[config.mk]
export PLATFORM = sky130hd
export DESIGN_NAME = txq_chain_walker
export DESIGN_NICKNAME = d
export VERILOG_FILES = /design/src/rtl/txq_pkg.sv /design/src/rtl/txq_ptr_reg.sv /design/src/rtl/txq_walker_fsm.sv /design/src/rtl/txq_chain_walker.sv
export SDC_FILE = /design/constraint.sdc
export NUM_CORES = 1
export LEC_CHECK = 0
export BUFFER_PORTS_ARGS = -buffer_cell sky130_fd_sc_hd__buf_2
export CAP_MARGIN = 20
export CELL_PAD_IN_SITES_DETAIL_PLACEMENT = 1
export CELL_PAD_IN_SITES_GLOBAL_PLACEMENT = 1
export CORE_MARGIN = 2
export CORE_UTILIZATION = 36
export DETAILED_ROUTE_END_ITERATION = 10
export GPL_ROUTABILITY_DRIVEN = 0
export PLACE_DENSITY = 0.84
export SYNTH_ARGS = -nofsm -noshare
export SYNTH_HDL_FRONTEND = slang
export SYNTH_HIERARCHICAL = 1
export SYNTH_SLANG_ARGS = --single-unit
export TNS_END_PERCENT = 50
[constraint.sdc]
create_clock -name clk -period 2.5 [get_ports clk]
set_input_delay 0.25 -clock clk [delete_from_list [all_inputs] [get_ports clk]]
set_output_delay 0.25 -clock clk [all_outputs]
set_load 0.01 [all_outputs]
[src/rtl/txq_pkg.sv]
package txq_pkg;
  typedef enum logic [2:0] {
    S_HALT, S_RELINK, S_LINK, S_BUF, S_CTL, S_PAY, S_WB, S_DONE
  } txq_state_t;
  localparam int OFF_LINK = 0;
  localparam int OFF_BUF  = 4;
  localparam int OFF_CTL  = 8;
  localparam int OFF_STAT = 12;
  localparam int EOL_BIT  = 31;
  localparam int DONE_BIT = 31;
endpackage

[src/rtl/txq_ptr_reg.sv]
module txq_ptr_reg #(
  parameter int AW = 32
) (
  input  logic          clk,
  input  logic          rst,
  input  logic          sw_wr,
  input  logic [AW-1:0] sw_data,
  input  logic          adv,
  input  logic [AW-1:0] adv_addr,
  input  logic          take,
  output logic [AW-1:0] ptr,
  output logic          fresh
);
  always_ff @(posedge clk) begin
    if (rst) begin
      ptr   <= '0;
      fresh <= 1'b0;
    end else begin
      if (adv) begin
        ptr <= adv_addr;
      end else if (sw_wr && ptr == '0) begin
        ptr   <= sw_data;
        fresh <= (sw_data != '0);
      end
      if (take) fresh <= 1'b0;
    end
  end

  a_r2_locked_ptr: assert property (@(posedge clk) disable iff (rst)
    (sw_wr && ptr != '0 && !adv) |=> ptr == $past(ptr));
endmodule

[src/rtl/txq_walker_fsm.sv]
module txq_walker_fsm
  import txq_pkg::*;
#(
  parameter int AW = 32,
  parameter int LW = 16
) (
  input  logic          clk,
  input  logic          rst,
  input  logic          sw_enable,
  input  logic [AW-1:0] ptr,
  input  logic          fresh,
  output logic          adv,
  output logic [AW-1:0] adv_addr,
  output logic          take,
  output logic          busy,
  output logic          rd_valid,
  input  logic          rd_ready,
  output logic [AW-1:0] rd_addr,
  input  logic          rsp_valid,
  input  logic [AW-1:0] rsp_data,
  output logic          pay_valid,
  input  logic          pay_ready,
  output logic [AW-1:0] pay_addr,
  output logic [LW-1:0] pay_len,
  output logic          wr_valid,
  input  logic          wr_ready,
  output logic [AW-1:0] wr_addr,
  output logic [AW-1:0] wr_data,
  output logic          cmpl,
  output logic [AW-1:0] cmpl_addr
);
  txq_state_t    st;
  logic          pend;
  logic [AW-1:0] link_q;
  logic [AW-1:0] buf_q;
  logic [LW-1:0] len_q;
  logic          eol_q;
  logic          rd_state;
  logic          got;
  logic          last;
  logic          start;

  assign rd_state = (st == S_RELINK) || (st == S_LINK) || (st == S_BUF) || (st == S_CTL);
  assign rd_valid = rd_state && !pend;
  assign got      = pend && rsp_valid;
  assign last     = (link_q == '0) || eol_q;
  assign start    = (st == S_HALT) && sw_enable && (ptr != '0);
  assign take     = start;
  assign busy     = (st != S_HALT);

  always_comb begin
    case (st)
      S_BUF:   rd_addr = ptr + AW'(OFF_BUF);
      S_CTL:   rd_addr = ptr + AW'(OFF_CTL);
      default: rd_addr = ptr + AW'(OFF_LINK);
    endcase
  end

  always_comb begin
    adv      = 1'b0;
    adv_addr = link_q;
    if (st == S_RELINK && got && rsp_data != '0) begin
      adv      = 1'b1;
      adv_addr = rsp_data;
    end else if (st == S_DONE && !last) begin
      adv = 1'b1;
    end
  end

  assign pay_valid = (st == S_PAY);
  assign pay_addr  = buf_q;
  assign pay_len   = len_q;
  assign wr_valid  = (st == S_WB);
  assign wr_addr   = ptr + AW'(OFF_STAT);
  assign wr_data   = AW'(1) << DONE_BIT;
  assign cmpl      = (st == S_DONE);
  assign cmpl_addr = ptr;

  always_ff @(posedge clk) begin
    if (rst) begin
      st     <= S_HALT;
      pend   <= 1'b0;
      link_q <= '0;
      buf_q  <= '0;
      len_q  <= '0;
      eol_q  <= 1'b0;
    end else begin
      if (rd_valid && rd_ready) pend <= 1'b1;
      if (got) pend <= 1'b0;
      case (st)
        S_HALT:   if (start) st <= fresh ? S_LINK : S_RELINK;
        S_RELINK: if (got) st <= (rsp_data != '0) ? S_LINK : S_HALT;
        S_LINK:   if (got) begin link_q <= rsp_data; st <= S_BUF; end
        S_BUF:    if (got) begin buf_q <= rsp_data; st <= S_CTL; end
        S_CTL:    if (got) begin
                    len_q <= rsp_data[LW-1:0];
                    eol_q <= rsp_data[EOL_BIT];
                    st    <= S_PAY;
                  end
        S_PAY:    if (pay_ready) st <= S_WB;
        S_WB:     if (wr_ready) st <= S_DONE;
        S_DONE:   st <= last ? S_HALT : S_LINK;
        default:  st <= S_HALT;
      endcase
    end
  end

  a_r5_cmpl_single: assert property (@(posedge clk) disable iff (rst)
    cmpl |=> !cmpl);
  a_r4_pay_hold: assert property (@(posedge clk) disable iff (rst)
    (pay_valid && !pay_ready) |=> pay_valid && $stable(pay_addr) && $stable(pay_len));
  a_r3_req_hold: assert property (@(posedge clk) disable iff (rst)
    (rd_valid && !rd_ready) |=> rd_valid && $stable(rd_addr));
endmodule

[src/rtl/txq_chain_walker.sv]
module txq_chain_walker #(
  parameter int AW = 32,
  parameter int LW = 16
) (
  input  logic          clk,
  input  logic          rst,
  input  logic          sw_ptr_wr,
  input  logic [AW-1:0] sw_ptr_data,
  input  logic          sw_enable,
  output logic [AW-1:0] q_ptr,
  output logic          q_busy,
  output logic          rd_valid,
  input  logic          rd_ready,
  output logic [AW-1:0] rd_addr,
  input  logic          rsp_valid,
  input  logic [AW-1:0] rsp_data,
  output logic          pay_valid,
  input  logic          pay_ready,
  output logic [AW-1:0] pay_addr,
  output logic [LW-1:0] pay_len,
  output logic          wr_valid,
  input  logic          wr_ready,
  output logic [AW-1:0] wr_addr,
  output logic [AW-1:0] wr_data,
  output logic          cmpl,
  output logic [AW-1:0] cmpl_addr
);
  logic          adv;
  logic [AW-1:0] adv_addr;
  logic          take;
  logic          fresh;

  txq_ptr_reg #(.AW(AW)) u_ptr (
    .clk(clk), .rst(rst), .sw_wr(sw_ptr_wr), .sw_data(sw_ptr_data),
    .adv(adv), .adv_addr(adv_addr), .take(take), .ptr(q_ptr), .fresh(fresh)
  );

  txq_walker_fsm #(.AW(AW), .LW(LW)) u_fsm (
    .clk(clk), .rst(rst), .sw_enable(sw_enable), .ptr(q_ptr), .fresh(fresh),
    .adv(adv), .adv_addr(adv_addr), .take(take), .busy(q_busy),
    .rd_valid(rd_valid), .rd_ready(rd_ready), .rd_addr(rd_addr),
    .rsp_valid(rsp_valid), .rsp_data(rsp_data),
    .pay_valid(pay_valid), .pay_ready(pay_ready), .pay_addr(pay_addr), .pay_len(pay_len),
    .wr_valid(wr_valid), .wr_ready(wr_ready), .wr_addr(wr_addr), .wr_data(wr_data),
    .cmpl(cmpl), .cmpl_addr(cmpl_addr)
  );

  a_r7_hold_on_halt: assert property (@(posedge clk) disable iff (rst)
    $fell(q_busy) |-> $stable(q_ptr));
endmodule

Word level (Yosys, flattened, before mapping):

Cells that the tools add are included.

* bits in registers: 118
* bits in latches: 0
* RAM bits: 0
* memory bits (read-only): 0
* bits of input ports: 72
* output and inout port bits: 213
* logic and storage cells: 73
* memories: 0

* add/sub/neg operators: 3
* $mul: 0
* divide/modulo/power cells: 0
* $lt $le $gt $ge: 0
* eq/ne operators: 14
* shift-type cells: 0
* mux-type cells: 17
* bitwise operators: 1
* reductions and logical operators: 30

Operators by type and width (number)
* 32-bit two-way mux: 3
* 32-bit nonzero test: 3
* 32-bit by 4-bit adder with 32-bit output (second input constant): 2
* 32-bit logical NOT: 2
* 32-bit one-hot mux with 2 select lines: 1
* 32-bit by 3-bit adder with 32-bit output (second input constant): 1
* 3-bit one-hot mux with 8 select lines: 1
* 3-bit two-way mux: 7
* 3-bit == test (second input constant): 4
* 2-bit by 1-bit inequality test with 1-bit output (second input constant): 6
* 1-bit logical AND: 9
* 2-bit AND reduction: 4
* 7-bit AND reduction: 1
* 3-bit by 2-bit == test with 1-bit output (second input constant): 2
* 2-bit two-way mux: 3
* 1-bit logical OR: 4
* 2-bit OR reduction: 2
* 3-bit by 1-bit == test with 1-bit output (second input constant): 1
* 3-bit logical NOT: 1
* 3-bit nonzero test: 1
* 1-bit logical NOT: 2
* 1-bit two-way mux: 2
* 2-bit inequality test (second input constant): 1
* 2-bit nonzero test: 1
* 1-bit inverter: 1

Longest topological paths before layout:

* word-level depth: 8
* mapped depth: 13
* mapped depth without buffers: 8

Hierarchy:

The synthesis kept the hierarchy.

By module, submodules not included
* txq_walker_fsm: times used 1, cells each 737, area an instance 5569.1 sq um, seq. area each 1701.6 sq um
* txq_ptr_reg: times used 1, cells each 171, area an instance 1903.1 sq um, seq. area each 660.6 sq um

Least setup slack after synthesis:

No wires, ideal clock.

* kind: input to register
* from: input port rsp_data[27]
* to: register u_ptr.ptr[0]
* setup time: 0.073 ns
* arrival: 2.234 ns
* required time: 2.427 ns
* slack: 0.193 ns
* stages: 12
* buffers on the path: 4
* cells stage by stage: nor4_1 -> nand4_1 -> o21ai_2 -> buf_6 -> nand2_1 -> buf_2 -> nor4_2 -> nand4_1 -> or3_1 -> buf_6 -> buf_12 -> o22ai_2

* word-level cells in the longest chain between the ends: 4
* elaborated cells between the ends (all ways): 6
* those cells by class: mux (3); reduce/logical (3)

Ends and longest elaborated chain
* from (decl): RTL line txq_chain_walker.sv:16 `input logic [AW-1:0] rsp_data,`
* 32-bit nonzero test (*): RTL line txq_walker_fsm.sv:62 `if (st == S_RELINK && got && rsp_data != '0) begin`
* 1-bit logical AND (*): RTL line txq_walker_fsm.sv:62
* 1-bit two-way mux (*): RTL line txq_walker_fsm.sv:62
* net adv: RTL line txq_chain_walker.sv:28 `logic adv;`
* 32-bit two-way mux or 2-bit nonzero test (tied branches)
* to (signal assigned): RTL line txq_ptr_reg.sv:20 `ptr <= adv_addr;`
* to (signal assigned): RTL line txq_ptr_reg.sv:22 `ptr <= sw_data;`
* to (decl): RTL line txq_ptr_reg.sv:11 `output logic [AW-1:0] ptr,`

The timed path passes the listed nets; every way through them passes the cells marked *.
A chain may end at the register's enable or synchronous reset.

Worst setup path after layout:

* from: register u_fsm.link_q[23]
* to: register u_ptr.fresh

* word-level cells in the longest chain between the ends: 8

Ends and longest elaborated chain
* from (decl): RTL line txq_walker_fsm.sv:34 `logic [AW-1:0] link_q;`
* from (signal assigned): RTL line txq_walker_fsm.sv:83 `link_q <= '0;`
* from (signal assigned): RTL line txq_walker_fsm.sv:93 `S_LINK: if (got) begin link_q <= rsp_data; st <= S_BUF; end`
* 32-bit logical NOT: RTL line txq_walker_fsm.sv:46 `assign last = (link_q == '0) || eol_q;`
* 1-bit logical OR: RTL line txq_walker_fsm.sv:46
* 1-bit logical NOT: RTL line txq_walker_fsm.sv:65 `end else if (st == S_DONE && !last) begin`
* 1-bit logical AND: RTL line txq_walker_fsm.sv:65
* 1-bit two-way mux: RTL line txq_walker_fsm.sv:65
* 1-bit two-way mux: RTL line txq_walker_fsm.sv:62
* net adv: RTL line txq_chain_walker.sv:28
* 1-bit inverter (no source line)
* 2-bit AND reduction (no source line)
* to (signal assigned): RTL line txq_ptr_reg.sv:23 `fresh <= (sw_data != '0);`
* to (decl): RTL line txq_ptr_reg.sv:12 `output logic fresh`

The timed path passes the listed nets, and every way through them passes these cells.

==> out/results.txt <==
Crit path required time = 2.79 ns
Multi-input gate area = 0.00444 mm^2
YS warnings = 6
Rel. slew slack = 56.1%
Num CTS Buffers = 17
Worst-Margin Slew = 0.652 ns
Non-filler cells, final = 1466
Yosys top cell by area = dfxtp_1
Grt ovf = 0
Post-DRT Antenna Nets = 0
Worst R2R Setup Slack = -0.008 ns
RSZ-0062 raised after global routing = true
Hold slack = 0.0993 ns
Reg-to-reg critical path startpoint = u_fsm/link_q[23]
DIE AREA = 0.0219 mm^2
Fmax = 399 MHz
Share of cells above drive strength 1 = 42.7%
Htree depth = 4
Register share of total power = 30.4%
Final wirelength = 30.7 mm
P&R area growth vs syn = 33.4%
CTS tree = yes
Post-synth ARST share = 0%
HP Start = rd_ready
Crit path from = u_fsm/link_q[23]
Clock Pin Slew Worst Setup and Hold Paths = 0.05 ns
Port Buffers = 252
Largest net degree at the start of global routing = 47
Later-pin clock latency in the skew report = 0.42 ns
Nets = 1259
Fin worst setup slack = -0.00816 ns
Final critical-path share of the clock period = 100%
Hold depth = 3
Syn Std Cell Area = 0.00747 mm^2
WS Path Type = reg2reg
Final Skew = 0.00774 ns
Rows = 52
Vias per inst = 5.37
Hold Crit Class = in2reg
Final setup fails = 1
Crit path max fanout = 9
Crit start category = flop
Register bit count reported by yosys = 118
Max Slew Vio Count = 0
DP HPWL = 22.7 mm
Vias in the first global route = 7715
CP arrival = 2.80 ns
Min Tclk post-route = 2.51 ns
Yosys cell types = 57
Vias = 7878
Switching portion of total power = 35.8%
Gr usage total = 26.8%
I/O pins = 285
CTS root buf = clkbuf_16
DIE WIDTH = 148 um
R2r endpoint = u_ptr/fresh
Starting Density = 36.8%
Worst Setup End Kind = flop
Run status = finished, violations left
Mapped Cells = 908
Hold Path End = u_fsm/pend
Initial DRC count = 448
Storage element area = 0.00240 mm^2
Fillers = 2505
DIE HEIGHT = 148 um
First-pass DRT Iterations = 5
CTS Sinks = 118
Lkg Pwr = 0.00450 uW
Sequential area share after synthesis = 31.6%
Wire per inst = 20.9 um
Post-synth EDFFs = 0
Most frequent cells in the layout = buf_2, nand2_1, buf_4
Top post-synthesis cells by area = dfxtp_1, nand2_1, buf_4
DRC viols = 0
Inst Count DP = 1420
Reg2reg path depth = 10
Failing checks = setup timing
Max VDD drop = 467 uV
Core footprint = 0.0203 mm^2
Antenna violations before repair = 3
Power per Cell Area = 765 mW/mm^2
Int Power = 4890 uW
Final Hold Vio Count = 0
Synth Flop Type = dfxtp_1
MaxCap Viol Count = 0
Post-synth top area share = 31.6%
Synthesized area per cell = 8.23 um^2
Net Switching = 2730 uW
Clock Path Buffers = 2
Most common cell after layout, fill and taps aside = buf_2
Global-route wire length before repair = 45.4 mm
Clock share of power = 32.2%
Part of the power in combinational logic = 37.4%
-- flip-flops by register name, indices dropped and copies added (netlist names) --
signal,count
u_fsm/link_q,32
u_fsm/pay_addr,32
u_ptr/ptr,32
u_fsm/pay_len,16
u_fsm/st,3
u_fsm/eol_q,1
u_fsm/pend,1
u_ptr/fresh,1
-- area by class of cell --
class                      count  share of cell area (%)
inverter                       7                   0.264
timing repair buffer         362                    21.8
antenna                        3                  0.0753
sequential                   118                    24.1
multi-input combinational    677                    44.6
tap                          270                    3.39
clock inverter                 3                   0.653
clock buffer                  26                    5.21
-- what timing repair did --
item	in CTS	in global routing
hold buffers	0	0
gates resized for setup	27	27
setup buffers	5	8
setup endpoints to repair	60	68
cloned	0	1
pin swaps	10	9
-- critical path, stage by stage (launching register included) --
cell and delay [ns]:
dfxtp_1 0.33, nor4_1 0.41, nand4_1 0.23, o211ai_1 0.22, buf_4 0.16, nand2_2 0.07, nor4_2 0.14, nand4_1 0.12
or3_4 0.40, buf_6 0.17, mux2i_1 0.13
-- power by group through the flow --
| stage | logic, uW | registers [uW] | clock network (uW) |
|---|---|---|---|
| 6_report | 2850 | 2320 | 2460 |
| 5_1_grt | 3010 | 2340 | 2590 |
| 4_1_cts | 2690 | 2290 | 2490 |
| 3_5_place_dp | 2630 | 2320 | 0 |
| 3_3_place_gp | 2570 | 2310 | 0 |
| 2_1_floorplan | 1800 | 2300 | 0 |
-- per-layer routing --
layer	GRT usage, %	vias to the layer above	wire (um)
li1	-	3602	-
met1	34.5	3943	13200
met2	44.8	290	15000
met3	5.95	43	1820
met4	8.38	0	595
met5	0	-	0
-- worst max-delay path by stage --
stage	cells after the start	end	slack, ns
after global placement	10	u_ptr/fresh	-0.04
after CTS	7	wr_addr[25]	-0.002
after global routing	11	u_ptr/ptr[22]	-0.06
after floorplan	12	u_ptr/ptr[0]	0.19
after detailed placement	10	u_ptr/fresh	-0.05
final	10	u_ptr/fresh	-0.008
-- per-stage QoR --
| step | power, uW | cell area (um^2) | setup WS (ns) | utilization, % | TNS, ns |
|---|---|---|---|---|---|
| 5_1_grt | 7930 | 9970 | -0.0612 | 49.1 | -0.161 |
| 6_report | 7620 | 9970 | -0.00816 | 49.1 | -0.00816 |
| 3_5_place_dp | 4950 | 9050 | -0.0475 | 44.6 | -0.0815 |
| 4_1_cts | 7470 | 9770 | -0.00184 | 48.1 | -0.00184 |
| 3_3_place_gp | 4880 | 9050 | -0.0424 | 44.6 | -0.0424 |
| 2_1_floorplan | 4100 | 7580 | 0.193 | - | 0 |
-- cells by family (layout without fill, tap and decap cells) --
logic type	count (synthesis)	in the layout	share of synthesized area [%]
AOI/OAI and AO/OA	140	140	13.3
xor gates and xnor gates	56	56	6.56
adders and majority gates	4	4	0.670
buffers and inverters	143	398	12.3
DFF	118	118	31.6
muxes	65	65	9.24
other	2	35	0.101
and+or+nand+nor	380	380	26.3
-- synthesized netlist by cell type (12+ instances only) --
library cell and instances:
a21oi_1 89, buf_2 25, buf_4 70, clkbuf_1 29, dfxtp_1 118, mux2_2 32
mux2i_1 33, nand2_1 197, nand2b_1 33, nand4_1 27, nor2_1 26, nor3_1 12
nor4_1 34, o22ai_2 30, xnor2_1 32, xor2_1 24
(Power assumes the default switching activity.)
